===== src/rtl/id_accept_filter.sv =====
module id_accept_filter #(
  parameter int NFILT = 4,
  parameter int IDW   = 32
) (
  input  logic                     clk,
  input  logic                     rst_n,
  input  logic                     wr_en,
  input  logic [1:0]               wr_sel,
  input  logic [$clog2(NFILT)-1:0] wr_idx,
  input  logic [IDW-1:0]           wr_data,
  input  logic                     id_valid,
  input  logic [IDW-1:0]           id_word,
  output logic                     accept,
  output logic                     accept_valid,
  output logic                     busy
);
  localparam logic [1:0] SEL_EN = 2'd0, SEL_MASK = 2'd1, SEL_MATCH = 2'd2;

  logic [NFILT-1:0] en_r;
  logic [IDW-1:0]   mask_r  [NFILT];
  logic [IDW-1:0]   match_r [NFILT];
  logic [NFILT-1:0] hit;
  logic             busy_q;
  logic             clr_now;
  logic             word_ok;

  assign clr_now = wr_en && wr_sel == SEL_EN && |(en_r & ~wr_data[NFILT-1:0]);
  assign busy    = clr_now | busy_q;
  assign word_ok = wr_en && !en_r[wr_idx] && !busy;

  for (genvar g = 0; g < NFILT; g++) begin : g_filt
    assign hit[g] = ((id_word ^ match_r[g]) & mask_r[g]) == '0;

    always_ff @(posedge clk or negedge rst_n)
      if (!rst_n) begin
        mask_r[g]  <= '0;
        match_r[g] <= '0;
      end else if (word_ok && wr_idx == g) begin
        if (wr_sel == SEL_MASK)  mask_r[g]  <= wr_data;
        if (wr_sel == SEL_MATCH) match_r[g] <= wr_data;
      end
  end

  always_ff @(posedge clk or negedge rst_n)
    if (!rst_n) begin
      en_r         <= '0;
      busy_q       <= 1'b0;
      accept       <= 1'b0;
      accept_valid <= 1'b0;
    end else begin
      if (wr_en && wr_sel == SEL_EN) en_r <= wr_data[NFILT-1:0];
      busy_q       <= clr_now;
      accept_valid <= id_valid;
      if (id_valid) accept <= (en_r == '0) || |(en_r & hit);
    end

  AST_VALID_LAG: assert property (@(posedge clk) disable iff (!rst_n)
    id_valid |=> accept_valid);
  AST_NO_STRAY_VALID: assert property (@(posedge clk) disable iff (!rst_n)
    !id_valid |=> !accept_valid);
  AST_OPEN_WHEN_IDLE: assert property (@(posedge clk) disable iff (!rst_n)
    (id_valid && en_r == '0) |=> accept);
  AST_BUSY_TAIL: assert property (@(posedge clk) disable iff (!rst_n)
    clr_now |=> busy);
  AST_LOCKED_MASK: assert property (@(posedge clk) disable iff (!rst_n)
    (wr_en && wr_sel == SEL_MASK && en_r[wr_idx]) |=> mask_r[$past(wr_idx)] == $past(mask_r[wr_idx]));
  AST_LOCKED_MATCH: assert property (@(posedge clk) disable iff (!rst_n)
    (wr_en && wr_sel == SEL_MATCH && busy) |=> match_r[$past(wr_idx)] == $past(match_r[wr_idx]));
endmodule


===== config.mk =====
export PLATFORM = sky130hd
export DESIGN_NAME = id_accept_filter
export DESIGN_NICKNAME = d
export VERILOG_FILES = /design/src/rtl/id_accept_filter.sv
export SDC_FILE = /design/constraint.sdc
export NUM_CORES = 1
export LEC_CHECK = 0
export CAP_MARGIN = 20
export CORE_MARGIN = 1
export CORE_UTILIZATION = 35
export CTS_CLUSTER_DIAMETER = 80
export DETAILED_ROUTE_END_ITERATION = 8
export PLACE_DENSITY = 0.51
export SLEW_MARGIN = 20
export SYNTH_ARGS = -nofsm -noshare
export SYNTH_HDL_FRONTEND = slang
export SYNTH_SLANG_ARGS = --single-unit

===== constraint.sdc =====
create_clock -name clk -period 4.8 [get_ports clk]
set_input_delay 0.72 -clock clk [delete_from_list [all_inputs] [get_ports clk]]
set_output_delay 0.72 -clock clk [all_outputs]
set_load 0.01 [all_outputs]

After elaboration in Yosys (flattened, before gate mapping)
Cells that the tools add are included.

cells by class
  eq/ne operators = 5
  multiplexer cells = 2
  reductions and logical operators = 28
  bitwise logic cells = 12
  $lt $le $gt $ge = 1

operators with widths
  cell                                                                           number
  32-bit AND                                                                     4
  32-bit logical NOT                                                             4
  32-bit bitwise XOR                                                             4
  2-bit AND reduction                                                            8
  4-bit AND                                                                      2
  1-bit logical AND                                                              8
  4-bit OR reduction                                                             2
  2-bit == test (second input constant)                                          3
  2-bit by 1-bit == test with 1-bit output (second input constant)               2
  2-bit logical NOT                                                              2
  4-bit logical NOT                                                              1
  4-bit NOT                                                                      1
  2-bit by 3-bit less-than comparator with 1-bit output (second input constant)  1
  1-bit binary-select mux with 2-bit select                                      1
  1-bit logical NOT                                                              2
  1-bit logical OR                                                               1
  1-bit two-way mux                                                              1
  1-bit bitwise OR                                                               1

storage, ports and cells
  output and inout port bits = 3
  flip-flop bits (word level) = 263
  logic and storage cells = 60
  input port bits = 72

Depth between registers and ports, before layout
Gate-level depths: netlist of run 1.

  depth after elaboration = 9
  depth in mapped cells = 9
  depth with buffers taken out = 6

Worst setup path before layout of run 1
Ideal clock, no wire load.

  kind = in2reg
  start point = input port wr_data[0]
  end point = register mask_r[10] (netlist name)
  required time = 4.675 ns
  cell stages on the path = 9
  setup time = 0.125 ns
  slack = 2.184 ns
  path buffers = 3
  data arrival time = 2.491 ns
  path through = buf_2 -> nor2b_1 -> o41a_1 -> nor2_1 -> and4_1 -> and4b_1 -> buf_2 -> buf_4 -> mux2_2

between the ends
  longest elaborated chain between the ends = 9

ends and longest elaborated chain
  item                             RTL line  text
  from (decl)                      10        input logic [IDW-1:0] wr_data,
  4-bit NOT                        27        assign clr_now = wr_en && wr_sel == SEL_EN && |(en_r & ~wr_data[NFILT-1:0]);
  4-bit AND                        27
  4-bit OR reduction               27
  1-bit logical AND                27
  via clr_now                      24        logic clr_now;
  1-bit bitwise OR                 28        assign busy = clr_now | busy_q;
  1-bit logical NOT                29        assign word_ok = wr_en && !en_r[wr_idx] && !busy;
  1-bit logical AND                29
  1-bit logical AND                38        end else if (word_ok && wr_idx == g) begin
  2-bit AND reduction (no line)    --
  to (signal, indexed assignment)  39        if (wr_sel == SEL_MASK) mask_r[g] <= wr_data;
  to (decl)                        20        logic [IDW-1:0] mask_r [NFILT];

The timed path passes the listed nets, and every way through them passes these cells.
A chain may end at the register's enable or synchronous reset.

Worst setup path after layout of run 1
  start point = input port wr_sel[1]
  end point = output port busy

between the ends
  longest elaborated chain between the ends = 4

ends and longest elaborated chain
  item                             RTL line  text
  from (decl)                      8         input logic [1:0] wr_sel,
  2-bit logical NOT                27
  1-bit logical AND (2 in series)  27
  via clr_now                      24
  1-bit bitwise OR                 28
  to (decl)                        15        output logic busy

The timed path passes the listed nets, and every way through them passes these cells.

==> summary.txt, run 1 <==
Run status
  • Outcome: finished, final reports clean

Worst setup path
  • Critical R2R Capture: mask_r[51]$_DFFE_PN0P_
  • Crit path max fanout: 7
  • Crit. End Element: output port
  • Critical Path AT: approximately 2.8 ns
  • RR Startpoint: en_r[1]$_DFFE_PN0P_
  • R2R setup slack: 1.58 ns
  • FF-to-FF path depth: 6
  • CP Class: input pin to output port
  • CP Launch Type: input pin
  • Data required time of the worst path: slightly above 4 ns

GRT
  • Total global routing overflow: 0
  • GR met2 Demand/Resource: 28.70%
  • Antenna violations before repair: 0
  • Maximum number of pins on one net before global-route repair: 104
  • Met3 Usage GRT: 1.976%
  • Vias in the first global route: 6974
  • Top Usage Layer GRT: met2
  • Global-route wire length before repair: 45880 um
  • M1 GR Usage: 26.38%
  • GRT Resource Usage Total: 18.05%

Floorplanning
  • Starting density of the core: 35.88%
  • I/O pin cnt: 75
  • Site row count: 66
  • Die area: 34430 sq um
  • Core Region: 32870 sq um
  • Die Width: 185.5 um
  • Die height: approximately 190 um

Finish
  • Layout Utilization: between 40% and 50%
  • ANT cells: 0
  • Layout cells sized above 1: between 30% and 40%
  • Fin nets: 952
  • P&R area growth vs syn: 18.58%

Clock network
  • Clk_lat worst skew: 0.55 ns
  • Postcts setup bufs: 0
  • Number of H-tree levels: 1
  • Cts repair resizes: 0
  • Cts hold-fix bufs: 0
  • Clock transition at path regs: 0.06 ns
  • Maximum clock path buffer count: 3
  • CTS tree: built
  • Clock sink count: 263
  • Num CTS Buffers: 30
  • Clock root cell: clkbuf_16

Power and ir drop
  • VDD IR max: 0.2653 mV
  • P_leak: 0.006324 uW
  • Pwr/cell area: 470.7 nW/um^2
  • Total Power: 6582 uW

Placed design
  • DPL Wire Length: 20230 um
  • Place WS: ~0.74 ns
  • PortBufs: 74
  • GPL Wtd Cong: between 0.7 and 0.8

STA
  • Post-Route Setup TNS: 0 ns
  • Slack of the critical path: 1.298 ns
  • RSZ-0062 raised after global routing: false
  • Clock Skews: 0.01149 ns
  • FMAX: 285.6 MHz
  • Hold slack: 0.2141 ns
  • Worst-margin pin slew: a little over 1 ns
  • Finish-stage setup viols: 0
  • Final critical-path required period: 3.502 ns
  • Final Hold Fails: 0
  • Worst relative slew slack: 32.40%
  • Final worst path period share: 72.95%
  • Fin. max-slew vios: 0

Drt
  • Via count: 6778
  • Via density: between 5 and 6
  • DR WL/cell: 22.22 um
  • Antenna Violating Nets Remaining: 0
  • Post-Route WL: 29840 um
  • Residual DRC: 0
  • DR pass1 iterations: 4
  • Violation count after the first detailed-route iteration: 302

Synth
  • Synth top cells by count: dfrtp_1 (263), mux2_2 (184), xor2_1 (128)
  • Ys async rst share: 100.0%
  • Unique masters post-synth: 32
  • Register bit total from synthesis: 263
  • Share of the synthesized area in the top cell type: 55.81%
  • Post-synth EDFFs: 0
  • Post-Syn Area: about 12000 sq um
  • Syn_nets: 865
  • Cell taking the most area after synthesis: dfrtp_1
  • Count leader, synth: dfrtp_1
  • Dominant cells by area after synthesis: dfrtp_1 (56%), mux2_2 (18%), xor2_1 (9.5%)
  • Post-Syn Area per Cell: 14.87 sq um
  • Syn Inst Count: between 700 and 800
  • Dominant synthesized flop cell: dfrtp_1
  • Synth warnings: 0
  • Post-synthesis sequential area ratio: a little under three fifths

Hold path
  • Worst hold path type: input pin to asynchronous set/reset pin

Run
  • Max Cap Viol: 0
[flip-flops by register name, summed over array words and instances (netlist names)]
signal	cells
match_r	128
en_r	4
mask_r	128
accept	1
accept_valid	1
busy_q	1
[metal layers]
layer	share of wire (%)	up-vias
met3	2.9	40
met4	1.7	0
met2	47	113
met1	49	3551
met5	0	-
li1	-	3074
[cells in the final DEF, fill, tap and decap left out, types with 3 or more instances in the layout]
master	n
a221oi_1	4
a222oi_1	4
a22o_1	4
a22oi_1	48
buf_12	4
buf_4	9
clkbuf_1	10
clkbuf_16	31
clkbuf_8	5
clkdlybuf4s50_1	73
clkinv_2	5
dfrtp_1	263
mux2_1	46
mux2_2	184
mux2_4	30
nand2_1	4
nand2_2	4
nand4_1	16
nor2b_1	4
or3_1	3
xor2_1	128
[worst max-delay path by stage]
| stage | start | end | cells past startpoint |
|---|---|---|---|
| after floorplan | wr_data[0] | mask_r[10]$_DFFE_PN0P_ | 9 |
| after global placement | wr_data[1] | mask_r[37]$_DFFE_PN0P_ | 7 |
| after detailed placement | wr_data[1] | mask_r[49]$_DFFE_PN0P_ | 7 |
| after CTS | wr_sel[1] | busy | 6 |
| after global routing | wr_sel[1] | busy | 6 |
| final | wr_sel[1] | busy | 6 |
[power by group]
group	total [uW]	internal, uW	switching (uW)
combinational	1300	717	582
sequential	3080	2760	319
clock	2200	1310	894
[through the flow]
step | area (sq um) | instances
floorplan | 11790 | 793
global placement | 13040 | 1290
detailed placement | 13040 | 1290
CTS | 13980 | 1343
global route | 13980 | 1343
finish | 13980 | 1343
[worst max-delay path, cell delays in order]
cell	delay (ns)
clkdlybuf4s50_1	0.59
nor3b_2	0.49
o41a_1	0.27
nor2_1	0.08
inv_1	0.09
clkdlybuf4s50_1	0.54
[logic make-up (layout without fill, tap and decap cells)]
kind of cell / after synthesis / in the layout / share of synthesized area (%)
flip-flops: 263 / 263 / 55.81
multiplexers: 262 / 262 / 25.96
XOR/XNOR: 128 / 128 / 9.508
AO/OA/AOI/OAI: 64 / 64 / 4.287
AND/OR/NAND/NOR: 43 / 43 / 2.589
buffers and inverters: 33 / 141 / 1.846
[cell type report]
type                    instances  area, sq um
clock inverters                 7        63.81
repair buffers                 87        893.4
flip-flops and latches        263         6581
inverters                       1        3.754
well taps                     442        553.0
multi-input cells             497         5005
clock buffers                  46        882.1
fillers                      3133        18880
No activity file was read; power rests on OpenSTA's default activity.
==> run 2, diff against run 1 <==
Clock period 4.8 ns to 3.7 ns, I/O delays scaled along.
==> run 2 against run 1 <==
Setup slack lost 0.59 ns. Die area is the same. Non-clock buffer count grew 13. Routed wire length grew 0.72%. Critical path type unchanged.
==> summary.txt, run 2 (same netlist as run 1, synthesis figures left out) <==
Run status
  • Outcome: finished, final reports clean (unchanged)

Floorplanning
  • Site row count: 66 (unchanged)
  • Core Region: 32870 sq um (unchanged)
  • Die height: 185.5 um (unchanged)
  • Die Width: 185.5 um (unchanged)
  • I/O pin cnt: 75 (unchanged)
  • Starting density of the core: 35.88% (unchanged)
  • Die area: 34430 sq um (unchanged)

Placed design
  • PortBufs: 74 (unchanged)
  • DPL Wire Length: 20720 um (was 20230 um)
  • Place WS: 0.4017 ns (was 0.7356 ns)
  • Post-place instance area: 13160 sq um (was 13040 sq um)
  • GPL Wtd Cong: 0.7563 (was 0.7421)

Finish
  • Largest regs: mask_r x128, match_r x128, en_r x4 (unchanged)
  • Cell area after layout: 13970 sq um (was 13980 sq um)
  • Number of fill cells: 3136 (was 3133)
  • Layout Utilization: 42.50% (was 42.54%)
  • Fin nets: 964 (was 952)
  • Layout cells sized above 1: 31.13% (was 31.08%)
  • ANT cells: 0 (unchanged)
  • Commonest non-fill, non-tap cell in the layout: dfrtp_1 (unchanged)
  • Most frequent cells in the layout: dfrtp_1 (263), mux2_2 (184), xor2_1 (128) (unchanged)
  • P&R area growth vs syn: 18.47% (was 18.58%)

GRT
  • Met3 Usage GRT: 2.054% (was 1.976%)
  • GRT Resource Usage Total: 18.18% (was 18.05%)
  • Top Usage Layer GRT: met2 (unchanged)
  • Antenna violations before repair: 0 (unchanged)
  • GR met2 Demand/Resource: 29.30% (was 28.70%)
  • Total global routing overflow: 0 (unchanged)
  • Maximum number of pins on one net before global-route repair: 85 (was 104)
  • M1 GR Usage: 26.17% (was 26.38%)
  • Vias in the first global route: 7082 (was 6974)
  • Global-route wire length before repair: 46000 um (was 45880 um)

Clock network
  • Clock transition at path regs: 0.06 ns (about the same)
  • Clock root cell: clkbuf_16 (unchanged)
  • Num CTS Buffers: 29 (was 30)
  • CTS tree: built (unchanged)
  • Clk_lat worst skew: 0.54 ns (was 0.55 ns)
  • Number of H-tree levels: 1 (unchanged)
  • Maximum clock path buffer count: 3 (unchanged)
  • Clock sink count: 263 (unchanged)
  • Cts hold-fix bufs: 0 (unchanged)
  • Cts repair resizes: 0 (unchanged)
  • Postcts setup bufs: 0 (unchanged)

Worst setup path
  • CP Class: input pin to output port (unchanged)
  • Critical Path AT: 2.43 ns (was 2.78 ns)
  • FF-to-FF path depth: 7 (was 6)
  • Crit path max fanout: 3 (was 7)
  • Crit. End Element: output port (unchanged)
  • CP Launch Type: input pin (unchanged)
  • Data required time of the worst path: 3.14 ns (was 4.08 ns)

Drt
  • Antenna Violating Nets Remaining: 0 (unchanged)
  • Violation count after the first detailed-route iteration: 315 (was 302)
  • DR WL/cell: 22.29 um (was 22.22 um)
  • Residual DRC: 0 (unchanged)
  • Post-Route WL: 30050 um (was 29840 um)
  • DR pass1 iterations: 5 (was 4)
  • Via count: 6731 (was 6778)
  • Via density: 4.993 (was 5.047)

STA
  • Clock Skews: 0.009951 ns (was 0.01149 ns)
  • Final Hold Fails: 0 (unchanged)
  • Post-Route Setup TNS: 0 ns (unchanged)
  • RSZ-0062 raised after global routing: false (unchanged)
  • Worst-margin pin slew: 0.7085 ns (was 1.014 ns)
  • FMAX: approximately 330 MHz
  • Slack of the critical path: 0.7125 ns (was 1.298 ns)
  • Final critical-path required period: 2.988 ns
  • Finish-stage setup viols: 0 (unchanged)
  • Final worst path period share: 80.74%
  • Worst relative slew slack: 52.77% (was 32.40%)
  • Fin. max-slew vios: 0 (unchanged)

Power and ir drop
  • P_leak: 0.006318 uW (was 0.006324 uW)
  • VDD IR max: 0.3276 mV (was 0.2653 mV)
  • Pwr/cell area: 591.1 nW/um^2 (was 470.7 nW/um^2)

Hold path
  • Worst hold path type: input pin to asynchronous set/reset pin (unchanged)

Run
  • Max Cap Viol: 0 (unchanged)
run 2: cell count changes in the layout (fill, tap and decap cells not counted):
cell,before,now
buf_4,9,20
clkinv_2,5,0
clkbuf_1,10,13
clkbuf_8,5,2
buf_12,4,6
clkbuf_16,31,29
bufinv_16,1,0
clkinv_4,0,1
inv_6,1,0
run 2: area by class of cell:
type	count	area [sq um]	share of cell area, %
Inverter	1	3.754	0.02687
Clock inverter	1	8.758	0.06270
Tap cell	442	553.0	3.959
Clock buffer	44	802.0	5.741
Multi-Input combinational cell	497	5005	35.83
Timing Repair Buffer	100	1016	7.273
Sequential cell	263	6581	47.11
run 2: final timing paths:
check                                           start                        to  slack (ns)
min in group clk                mask_r[1]$_DFFE_PN0P_     mask_r[1]$_DFFE_PN0P_        0.49
worst max register to register    en_r[1]$_DFFE_PN0P_   match_r[10]$_DFFE_PN0P_        1.05
max in group asynchronous                       rst_n   match_r[30]$_DFFE_PN0P_        2.85
worst max-delay path                       wr_data[1]                      busy        0.71
worst min register to register  mask_r[1]$_DFFE_PN0P_     mask_r[1]$_DFFE_PN0P_        0.49
worst min-delay path                            rst_n  match_r[124]$_DFFE_PN0P_        0.03
run 2: routing by layer:
metal	share of wire (%)	wire length, um
met5	0	0
met4	1.8	549
met3	2.3	704
met2	47	14100
met1	49	14690
run 2: worst max-delay path, cell delays in order:
cell and delay, ns:
clkdlybuf4s50_1 0.58, nor2b_1 0.08, o41a_1 0.43, nor2_1 0.19
inv_1 0.11, clkdlybuf4s50_1 0.49
run 2: power breakdown:
| part | switching (uW) | internal [uW] |
|---|---|---|
| sequential | 411 | 3590 |
| combinational | 742 | 942 |
| clock | 1110 | 1470 |
run 2: through the flow:
step | hold WS [ns] | power (uW) | cells
after floorplan | 0.2594 | 5071 | 793
after detailed placement | 0.4770 | 5757 | 1303
final | 0.02740 | 8257 | 1348
after CTS | 0.05065 | 8385 | 1348
after global routing | 0.07411 | 8690 | 1348
after global placement | 0.4732 | 5720 | 1303
==> run 3, diff against run 2 <==
Clock period 3.7 ns to 2.88 ns, I/O delays scaled along.
==> run 3 against run 2 <==
Core utilization up 1.4 points. First-iteration DRC count down 15%. Count of clock-buffer cells in the layout rose by 4. Sequential power rose by 28%. Clock power is 43% higher. Non-clock buffer count is 25 higher. Routed wire length increased by 2.6%. Hold slack better by 0.42 ns. Largest cell class unchanged. Largest power group unchanged.
==> summary.txt, run 3 (same netlist as run 1, synthesis figures left out) <==
Power and ir drop
  • Pint: 8048 uW (was 5994 uW)
  • Clock power share: 33.4% (was 31.2%)
  • Pwr/cell area: 766.9 nW/um^2 (was 591.1 nW/um^2)
  • P_sw: 3016 uW (was 2263 uW)
  • VDD IR max: 0.5231 mV (was 0.3276 mV)
  • P_leak: 0.006584 uW (was 0.006318 uW)
  • Combinational Power Share: 20.2% (was 20.4%)
  • Switching share of power: 27.26% (was 27.40%)
  • Flop pwr share: 46.4% (was 48.4%)

Drt
  • DR WL/cell: 22.29 um (about the same)
  • Post-Route WL: 30830 um (was 30050 um)
  • Residual DRC: 0 (unchanged)
  • DR pass1 iterations: 4 (was 5)
  • Via density: 4.998 (was 4.993)
  • Via count: 6912 (was 6731)
  • Antenna Violating Nets Remaining: 0 (unchanged)
  • Violation count after the first detailed-route iteration: 268 (was 315)

Finish
  • Fin nets: 990 (was 964)
  • Finished Layout Cells: 1383 (was 1348)
  • Largest regs: mask_r x128, match_r x128, en_r x4 (unchanged)
  • Layout cells sized above 1: 34.11% (was 31.13%)
  • Most frequent cells in the layout: dfrtp_1 (263), mux2_2 (184), xor2_1 (128) (unchanged)
  • Number of fill cells: 3086 (was 3136)
  • P&R area growth vs syn: 22.35% (was 18.47%)
  • Commonest non-fill, non-tap cell in the layout: dfrtp_1 (unchanged)
  • ANT cells: 0 (unchanged)

STA
  • FMAX: 360.9 MHz
  • Final critical-path required period: 2.771 ns
  • Fin. max-slew vios: 0 (unchanged)
  • Worst-margin pin slew: 0.6320 ns (was 0.7085 ns)
  • Worst relative slew slack: 57.87% (was 52.77%)
  • Finish-stage setup viols: 0 (unchanged)
  • Clock Skews: 0.01189 ns (was 0.009951 ns)
  • Final Hold Fails: 0 (unchanged)
  • Slack of the critical path: 0.1094 ns (was 0.7125 ns)
  • RSZ-0062 raised after global routing: false (unchanged)
  • Final worst path period share: 96.20%

Worst setup path
  • CP Class: input pin to output port (unchanged)
  • R2R setup slack: 0.47 ns (was 1.05 ns)
  • Critical R2R Capture: match_r[6]$_DFFE_PN0P_ (was match_r[10]$_DFFE_PN0P_)
  • Worst setup path start: wr_data[1] (unchanged)
  • RR Startpoint: en_r[3]$_DFFE_PN0P_ (was en_r[1]$_DFFE_PN0P_)
  • Data required time of the worst path: 2.45 ns (was 3.14 ns)
  • CP Capture Point: busy (unchanged)
  • CP Launch Type: input pin (unchanged)
  • Crit. End Element: output port (unchanged)
  • Critical Path AT: 2.34 ns (was 2.43 ns)
  • Crit path max fanout: 10 (was 3)
  • FF-to-FF path depth: 7 (unchanged)

Clock network
  • Maximum clock path buffer count: 3 (unchanged)
  • Num CTS Buffers: 30 (was 29)
  • Clk_lat worst skew: 0.55 ns (was 0.54 ns)
  • Clock sink count: 263 (unchanged)
  • Clock root cell: clkbuf_16 (unchanged)
  • Cts repair resizes: 0 (unchanged)
  • Postcts setup bufs: 0 (unchanged)
  • Clock transition at path regs: 0.06 ns (about the same)
  • Number of H-tree levels: 1 (unchanged)
  • CTS tree: built (unchanged)

Floorplanning
  • I/O pin cnt: 75 (unchanged)
  • Site row count: 66 (unchanged)
  • Die height: 185.5 um (unchanged)
  • Core Region: 32870 sq um (unchanged)
  • Die area: 34430 sq um (unchanged)
  • Die Width: 185.5 um (unchanged)
  • Starting density of the core: 35.88% (unchanged)

GRT
  • Antenna violations before repair: 0 (unchanged)
  • Vias in the first global route: 7287 (was 7082)
  • Maximum number of pins on one net before global-route repair: 78 (was 85)
  • Global-route wire length before repair: 47100 um (was 46000 um)
  • GRT Resource Usage Total: 18.66% (was 18.18%)
  • Total global routing overflow: 0 (unchanged)

Placed design
  • DPL Wire Length: 21980 um (was 20720 um)
  • Dpl cells: 1327 (was 1303)
  • PortBufs: 74 (unchanged)
  • Place WS: -0.09126 ns (was 0.4017 ns)
  • GPL Wtd Cong: 0.7444 (was 0.7563)

Run status
  • Outcome: finished, final reports clean (unchanged)

Run
  • Max Cap Viol: 0 (unchanged)

Hold path
  • Worst hold path type: input pin to asynchronous set/reset pin (unchanged)
run 3: cell count changes in the layout (fill, tap and decap cells not counted), sizes merged:
cell / before / now
buf: 27 / 51
clkbuf: 44 / 48
clkinv: 1 / 7
dlygate4sd3: 0 / 1
run 3: what timing repair did:
item                       in CTS  in global routing
setup endpoints to repair       0                  0
hold buffers                    1                  0
hold endpoints to repair       71                  0
run 3: power by group through the flow:
stage,Combinational [uW],Clock (uW),Sequential [uW]
2_1_floorplan,1460,0,5060
3_3_place_gp,2240,0,5170
3_5_place_dp,2270,0,5200
4_1_cts,2280,3800,5140
5_1_grt,2450,3950,5260
6_report,2240,3690,5140
run 3: metrics by stage:
step	hold WS [ns]	TNS [ns]	util (%)	cell area (sq um)	total power, uW
after CTS	0.4312	0	43.89	14430	11230
after global routing	0.4548	0	43.89	14430	11650
after floorplan	0.1364	0	-	11790	6515
after detailed placement	0.4698	-5.654	40.93	13450	7469
after global placement	0.4716	-1.767	40.93	13450	7414
final	0.4513	0	43.89	14430	11060
run 3: area by class of cell:
cell class	count	area (sq um)	share of cell area [%]
timing repair buffer	125	1319	9.141
sequential	263	6581	45.62
multi-input combinational	497	5005	34.69
clock inverter	7	35.03	0.2428
clock buffer	48	929.6	6.444
tap	442	553.0	3.833
inverter	1	3.754	0.02602
run 3: worst min-delay path by stage:
stage,endpoint,slack (ns)
floorplan,accept$_DFFE_PN0P_,0.14
global placement,match_r[57]$_DFFE_PN0P_,0.47
detailed placement,match_r[57]$_DFFE_PN0P_,0.47
CTS,accept_valid$_DFF_PN0_,0.43
global route,accept_valid$_DFF_PN0_,0.45
finish,match_r[57]$_DFFE_PN0P_,0.45
run 3: per-layer routing:
metal,vias up,GRT usage [%],share of wire [%]
met5,-,0,0
met4,0,4.721,2.4
met3,45,2.230,2.6
met2,93,30.59,47
met1,3645,26.13,48
li1,3129,-,-
run 3: worst max-delay path, cell delays in order:
cell             delay (ns)
clkdlybuf4s50_1        0.51
buf_12                 0.15
nor2b_1                0.05
o41a_1                 0.43
nor2_1                 0.17
inv_1                  0.10
clkdlybuf4s50_1        0.49
